[src/rtl/burst_col_pkg.sv]
package burst_col_pkg;

    // Width of the in-block offset (largest burst is 8 beats)
    localparam int OFS_W = 3;

    typedef enum logic {
        ORD_SEQ = 1'b0,
        ORD_XOR = 1'b1
    } order_e;

    typedef struct packed {
        logic              active;
        logic              err;
        order_e            order;
        logic [OFS_W-1:0]  beat;
        logic [OFS_W-1:0]  mask;   // L-1, also the final beat index
        logic [OFS_W-1:0]  first;  // start offset within block
    } ctl_t;

endpackage

[src/rtl/bl_decode.sv]
module bl_decode
    import burst_col_pkg::*;
(
    input  logic [2:0]       code_i,
    output logic [OFS_W-1:0] mask_o,
    output logic             legal_o
);
    always_comb begin
        mask_o  = '0;
        legal_o = 1'b1;
        case (code_i)
            3'b001:  mask_o = 3'b001;
            3'b010:  mask_o = 3'b011;
            3'b011:  mask_o = 3'b111;
            default: legal_o = 1'b0;
        endcase
    end
endmodule

[src/rtl/beat_offset.sv]
module beat_offset
    import burst_col_pkg::*;
(
    input  logic [OFS_W-1:0] first_i,
    input  logic [OFS_W-1:0] beat_i,
    input  logic [OFS_W-1:0] mask_i,
    input  order_e           order_i,
    output logic [OFS_W-1:0] ofs_o
);
    logic [OFS_W-1:0] sum;
    logic [OFS_W-1:0] mix;

    always_comb begin
        sum = first_i + beat_i;
        mix = first_i ^ beat_i;
        ofs_o = ((order_i == ORD_XOR) ? mix : sum) & mask_i;
    end
endmodule

[src/rtl/col_merge.sv]
module col_merge
    import burst_col_pkg::*;
#(
    parameter int COL_W = 10
) (
    input  logic [COL_W-1:0] base_i,
    input  logic [OFS_W-1:0] ofs_i,
    input  logic [OFS_W-1:0] mask_i,
    output logic [COL_W-1:0] col_o
);
    for (genvar i = 0; i < COL_W; i++) begin : g_bit
        if (i < OFS_W) begin : g_low
            assign col_o[i] = mask_i[i] ? ofs_i[i] : base_i[i];
        end else begin : g_high
            assign col_o[i] = base_i[i];
        end
    end
endmodule

[src/rtl/burst_col_gen.sv]
module burst_col_gen
    import burst_col_pkg::*;
#(
    parameter int COL_W = 10
) (
    input  logic             clk,
    input  logic             rst_n,
    input  logic             start_i,
    input  logic [COL_W-1:0] col_i,
    input  logic [2:0]       len_code_i,
    input  logic             xor_order_i,
    output logic             valid_o,
    output logic [COL_W-1:0] col_o,
    output logic             last_o,
    output logic             err_o
);
    ctl_t             ctl_d, ctl_q;
    logic [COL_W-1:0] base_d, base_q;
    logic [OFS_W-1:0] dec_mask;
    logic             dec_legal;
    logic [OFS_W-1:0] ofs;
    logic             at_end;

    bl_decode u_dec (
        .code_i  (len_code_i),
        .mask_o  (dec_mask),
        .legal_o (dec_legal)
    );

    beat_offset u_ofs (
        .first_i (ctl_q.first),
        .beat_i  (ctl_q.beat),
        .mask_i  (ctl_q.mask),
        .order_i (ctl_q.order),
        .ofs_o   (ofs)
    );

    col_merge #(.COL_W(COL_W)) u_merge (
        .base_i (base_q),
        .ofs_i  (ofs),
        .mask_i (ctl_q.mask),
        .col_o  (col_o)
    );

    assign at_end = ctl_q.active && (ctl_q.beat == ctl_q.mask);

    always_comb begin
        ctl_d     = ctl_q;
        base_d    = base_q;
        ctl_d.err = 1'b0;
        if (ctl_q.active) begin
            if (at_end) begin
                ctl_d.active = 1'b0;
            end else begin
                ctl_d.beat = ctl_q.beat + 1'b1;
            end
        end else if (start_i) begin
            if (dec_legal) begin
                ctl_d.active = 1'b1;
                ctl_d.beat   = '0;
                ctl_d.mask   = dec_mask;
                ctl_d.first  = col_i[OFS_W-1:0];
                ctl_d.order  = order_e'(xor_order_i);
                base_d       = col_i;
            end else begin
                ctl_d.err = 1'b1;
            end
        end
    end

    always_ff @(posedge clk) begin
        if (!rst_n) begin
            ctl_q  <= '0;
            base_q <= '0;
        end else begin
            ctl_q  <= ctl_d;
            base_q <= base_d;
        end
    end

    assign valid_o = ctl_q.active;
    assign last_o  = at_end;
    assign err_o   = ctl_q.err;

endmodule

[config.mk]
export PLATFORM = sky130hd
export DESIGN_NAME = burst_col_gen
export DESIGN_NICKNAME = d
export VERILOG_FILES = /design/src/rtl/burst_col_pkg.sv /design/src/rtl/bl_decode.sv /design/src/rtl/beat_offset.sv /design/src/rtl/col_merge.sv /design/src/rtl/burst_col_gen.sv
export SDC_FILE = /design/constraint.sdc
export NUM_CORES = 1
export LEC_CHECK = 0
export ABC_CLOCK_PERIOD_IN_PS = 1910
export BUFFER_PORTS_ARGS = -buffer_cell sky130_fd_sc_hd__buf_4
export CAP_MARGIN = 25
export CORE_MARGIN = 2
export CORE_UTILIZATION = 45
export CTS_CLUSTER_SIZE = 24
export DETAILED_ROUTE_END_ITERATION = 7
export PLACE_DENSITY = 0.74
export SLEW_MARGIN = 25
export SYNTH_ARGS = -nofsm -noshare
export SYNTH_HDL_FRONTEND = slang
export SYNTH_SLANG_ARGS = --single-unit
[constraint.sdc]
create_clock -name clk -period 1.91 [get_ports clk]
set_input_delay 0.4775 -clock clk [delete_from_list [all_inputs] [get_ports clk]]
set_output_delay 0.4775 -clock clk [all_outputs]
set_load 0.01 [all_outputs]
==> results of run 1 <==
==> registers in the layout (all words and copies together) (netlist names) <==
signal	cells
valid_o	1
err_o	1
base_q	8
ctl_q	9
==> kinds of logic (layout without fill, tap and decap cells) <==
logic type,count (synthesis),in the layout,share of synthesized area [%]
buffers and inverters,20,46,11.60
AO/OA/AOI/OAI,38,38,24.78
flip-flops,19,19,37.12
multiplexers,5,5,5.006
adder cells (fa/ha/maj),4,4,5.617
AND/OR/NAND/NOR,25,25,12.45
XOR/XNOR,4,4,3.418
==> metal layers <==
layer	wire (microns)	up-vias
li1	-	451
met1	957	423
met2	1150	22
met3	64	3
met4	21	0
met5	0	-
==> synth_stat cells <==
cell / count
ha_1: 3
fa_1: 1
o21ai_0: 14
a21oi_1: 1
o2111a_1: 1
dfxtp_1: 19
mux2_2: 1
or2_2: 1
mux2i_1: 4
buf_4: 7
a31oi_1: 2
o211ai_2: 1
buf_6: 2
o21a_1: 3
buf_2: 2
clkbuf_1: 3
nand3_1: 13
nand2b_1: 1
or3b_1: 1
nand2_1: 3
xnor2_1: 4
nor2_1: 3
nor2_2: 1
o211ai_1: 3
inv_1: 6
a21boi_0: 13
nor3b_1: 1
nor3_1: 1
==> final timing paths <==
path	start	to	slack, ns
max reg2reg	valid_o$_SDFF_PN0_	ctl_q[8]$_SDFFE_PN0P_	0.42
min reg2reg	base_q[8]$_SDFFE_PN0P_	base_q[8]$_SDFFE_PN0P_	0.49
min	col_i[8]	base_q[8]$_SDFFE_PN0P_	0.43
max	ctl_q[6]$_SDFFE_PN0P_	col_o[1]	-0.36
==> worst register-to-register path, delay by kind of cell (launching register included) <==
family             cells  cell delay, ns
muxes                  1            0.09
and+or+nand+nor        1            0.65
AOI/OAI and AO/OA      1            0.27
DFF                    1            0.36
==> repair_timing <==
item                       CTS  global route
resized for setup            6             4
setup buffers                0             0
setup endpoints to repair    2             3
pin swaps                    0             2
==> power breakdown <==
group / switching [mW] / internal (mW) / total (mW)
combinational: 0.0628 / 0.0704 / 0.133
sequential: 0.0125 / 0.412 / 0.425
clock: 0.125 / 0.0814 / 0.206
total: 0.200 / 0.564 / 0.764
==> final cells by class <==
class	count	area share [%]
Multi-Input combinational cell	76	43.37
Tap cell	28	2.692
Inverter	6	1.731
Clock buffer	4	2.019
Sequential cell	19	29.42
Timing Repair Buffer	36	20.77
==> cell usage in the layout, fill, tap and decap left out, drive strengths merged <==
cell type and count:
a21oi 1, or2 1, inv 6, fa 1
a31oi 2, nor2 4, dfxtp 19, mux2i 4
ha 3, nand3 13, o21ai 14, a21boi 13
o2111a 1, nor3b 1, xnor2 4, buf 36
o21a 3, nor3 1, or3b 1, clkbuf 4
nand2 3, mux2 1, nand2b 1, o211ai 4
==> stage by stage <==
step / total power [mW] / area [sq um] / setup TNS (ns)
2_1_floorplan: 0.5081 / 1025 / 0
3_3_place_gp: 0.5587 / 1234 / -0.04556
3_5_place_dp: 0.5624 / 1234 / -0.08716
4_1_cts: 0.7639 / 1271 / -0.7022
5_1_grt: 0.7981 / 1301 / -0.8265
6_report: 0.7642 / 1301 / -0.6877
==> metrics, run 1 <==
status=complete, but fails checks; failing checks=setup timing; hold bufs inserted after CTS=0; clock root cell=clkbuf_4; Reg2Reg Depth=3; CP Max Fanout=2; largest net degree at the start of global routing=23; first-pass GRT wire length=3.436 mm; Netlist cell types=28; number of remaining DRC errors=0; Hold Path Stages=3; FF+latch count, synth=19; Worst Skew=0.008895 ns; Area contributors post-synth=dfxtp_1, a21boi_0, o21ai_0; Arr. time, crit path=1.79 ns; grt peak-use layer=met2; area occupied by registers=382.9 sq um; worst skew pair latency=0.30 ns; number of global-route vias before repair=857; I/O Pins=30; fin cells=169; setup ws final=-0.3583 ns; Avg Synthesized Cell Area=8.911 sq um; mapped cell area=1025 sq um; initial core utilization=46.77%; GPL Wtd Cong=0.7947; # clock sinks=19; Leakage=0.5160 nW; # port buffers=29; Top Family by Delay on Critical Path=adder cells; hpwl dp=1.525 mm; DRT antenna net count=0; Initial DRC Count=10; crit path max-delay cell type=fa_2; Die X=51.72 microns; WL final=2.192 mm; Nets=163; Placement Rows=17; Seq/Total Area, Yosys=37.12%; max-slew violations=0; Tmin final=2.268 ns; syn nets=136; Final Hold Fails=0; WP buf/inv=2; CTS tree=built; Die Y=51.72 microns; Layout area overhead=26.98%; Vias/cell=5.320; dpl cells=165; GRT Total Usage=17.11%; CTS max path bufs=2; cell count along the critical path=7; core box area=2191 sq um; required time of the critical path=1.43 ns; period utilisation layout=118.8%; total gr overflow=0; GR Util met3=1.724%; Antenna Cells=0; Final setup viols=2; critical path startpoint category=register; final hold slack=0.4298 ns; max frequency=440.9 MHz; routed via count=899; Worst-Margin Slew=0.5808 ns; Inserted Clock Buffers=3; maximum capacitance violations=0; share of cells above drive strength 1=36.88%; die area=2675 sq um; H-tree levels=1; Worst Setup Path Type=reg -> out; pre-CTS setup slack=-0.08716 ns; area leader, netlist=dfxtp_1; PD cells=587.3 nW/um^2; CP Capture Type=output pin; max_slew headroom=61.28%; Post-Synthesis Cells=115; unrepaired setup endpoints after global routing=yes; crit path cell chain=ha_4 -> inv_2 -> fa_2 -> nor2_1 -> a21oi_1 -> mux2i_1 -> buf_4; area occupied by multi-input gates=564.3 sq um; wire per inst=12.97 microns; fill cell count=190; initial antenna violation count=0; met1 Track Usage GR=19.60%; worst vdd ir=326.7 uV; top-area cell type share of the netlist area=37.12%; Post-Route Utilization=59.39%; clock transition at the registers of the reported paths=0.11 ns; slowest stage delay, CP=0.51 ns; Synth Warn #=0; worst min path class=in -> reg; GRT met2 Usage=31.20%; drt pass-1 iters=4
Power figures use the tool's default switching activity.
==> inputs of run 2 (changes only) <==
--- a/config.mk
+++ b/config.mk
@@ -6,13 +6,14 @@
 export NUM_CORES = 1
 export LEC_CHECK = 0
 export ABC_CLOCK_PERIOD_IN_PS = 1910
-export BUFFER_PORTS_ARGS = -buffer_cell sky130_fd_sc_hd__buf_4
+export BUFFER_PORTS_ARGS = -buffer_cell sky130_fd_sc_hd__clkbuf_2
 export CAP_MARGIN = 25
 export CORE_MARGIN = 2
 export CORE_UTILIZATION = 45
 export CTS_CLUSTER_SIZE = 24
 export DETAILED_ROUTE_END_ITERATION = 7
 export PLACE_DENSITY = 0.74
+export SETUP_SLACK_MARGIN = 0.1
 export SLEW_MARGIN = 25
 export SYNTH_ARGS = -nofsm -noshare
 export SYNTH_HDL_FRONTEND = slang
==> run 2 against run 1 <==
  * The flow still finishes with violations (setup timing)
  * Total power down 1.0%
  * Clock-buffer cell count fell by 1
  * Final area down 3.8%
  * Clock power rose by 2%
  * Die area is the same
  * Non-clock buffer count is 1 lower
==> metrics, run 2 (synthesis gave the netlist of run 1 again) <==
Clk pwr share=27.8%; Layout area overhead=22.10%; Die Y=51.72 microns; Post-Route Utilization=57.11%; Die X=51.72 microns; max_slew headroom=62.37%; DRT antenna net count=0; Biggest register=ctl_q; required time of the critical path=1.43 ns; period utilisation layout=117.9%; switching pwr=209.4 uW; total gr overflow=0; post-route setup TNS=-0.6550 ns; placed cell area=1159 sq um; status=complete, but fails checks; worst min path class=in -> reg; most common cell after layout, fill and taps aside=clkbuf_2; worst vdd ir=349.3 uV; number of remaining DRC errors=0; PD cells=604.7 nW/um^2; GPL Wtd Cong=0.7867; first-pass GRT wire length=3.760 mm; WL final=2.176 mm; hpwl dp=1.436 mm; I/O Pins=30; Worst Skew=0.002157 ns; Tmin final=2.252 ns; Design Area, Final=1251 sq um; fin cells=168; most frequent cells in the layout=clkbuf_2, dfxtp_1, o21ai_0, a21boi_0, nand3_1; sequential power share=56.2%; Power Internal=547.2 uW; CP Max Fanout=2; CP Capture Type=output pin; Final setup viols=2; die area=2675 sq um; number of global-route vias before repair=898; CTS max path bufs=2; H-tree levels=1; max-slew violations=0; setup ws final=-0.3416 ns; Setup Fix Bufs, Post-CTS=0; clock root cell=clkbuf_4; drt pass-1 iters=4; failing checks=setup timing; Worst-Margin Slew=0.5644 ns; # clock sinks=19; Nets=162; maximum capacitance violations=0; fill cell count=199; Final Hold Fails=0; max frequency=444.1 MHz; dpl cells=164; unrepaired setup endpoints after global routing=yes; hold bufs inserted after CTS=0; core box area=2191 sq um; Vias/cell=5.304; Antenna Cells=0; Worst Setup Path Type=reg -> out; CTS tree=built; critical path startpoint category=register; worst skew pair latency=0.30 ns; Combinational Power Share=16.0%; wire per inst=12.95 microns; share of cells above drive strength 1=40.71%; Largest register FFs=9; Initial DRC Count=15; routed via count=891; Inserted Clock Buffers=3; Arr. time, crit path=1.77 ns; Leakage=0.5044 nW; largest net degree at the start of global routing=23; initial core utilization=46.77%; initial antenna violation count=0; clock transition at the registers of the reported paths=0.12 ns; pre-CTS setup slack=-0.01822 ns; GRT Total Usage=18.81%; Placement Rows=17; Sw Share=27.67%; # port buffers=29; Largest regs=ctl_q x9, base_q x8
[run 2: through the flow]
step	power, mW	hold slack (ns)
detailed placement	0.5436	0.4805
finish	0.7566	0.4010
CTS	0.7577	0.3918
floorplan	0.5084	0.4577
global route	0.7928	0.4136
global placement	0.5415	0.4658
[run 2: power by group through the flow]
stage | logic, mW | registers [mW] | clock network, mW
after global routing | 0.134 | 0.428 | 0.230
after detailed placement | 0.112 | 0.431 | 0
after global placement | 0.111 | 0.431 | 0
final | 0.121 | 0.425 | 0.210
after floorplan | 0.0776 | 0.431 | 0
after CTS | 0.115 | 0.423 | 0.219
[run 2: per-layer routing]
layer	GRT usage, %	up-vias	wire, microns
li1	-	449	-
met1	22.69	425	954
met2	32.26	15	1138
met3	2.874	2	65
met4	9.649	0	17
met5	0	-	0
[run 2: worst max-delay path: stages, from the launching register on]
cell and delay [ns]:
dfxtp_2 0.37, ha_4 0.13, inv_2 0.03, fa_2 0.34, o21a_1 0.19, o21ai_2 0.14
xnor2_1 0.12, buf_2 0.14
[run 2: final timing paths]
| path | startpoint | to | slack (ns) | cells after the start |
|---|---|---|---|---|
| hold / removal | col_i[0] | ctl_q[0]$_SDFFE_PN0P_ | 0.40 | 3 |
| setup reg to reg | valid_o$_SDFF_PN0_ | ctl_q[9]$_SDFFE_PN0P_ | 0.44 | 3 |
| setup / recovery | ctl_q[6]$_SDFFE_PN0P_ | col_o[2] | -0.34 | 7 |
| hold reg to reg | base_q[3]$_SDFFE_PN0P_ | base_q[3]$_SDFFE_PN0P_ | 0.49 | 2 |
[run 2: area by class of cell]
type | instances | area [sq um] | area share [%]
Clock buffer | 3 | 22.52 | 1.800
Timing Repair Buffer | 35 | 190.2 | 15.20
Tap cell | 28 | 35.03 | 2.800
Sequential cell | 19 | 385.4 | 30.80
Inverter | 6 | 22.52 | 1.800
Multi-Input combinational cell | 76 | 590.6 | 47.20
Clock inverter | 1 | 5.005 | 0.4000
[run 2: repair_timing]
item / 4_1_cts / 5_1_grt
pin swaps: 0 / 0
resized for setup: 5 / 10
setup endpoints to repair: 3 / 4
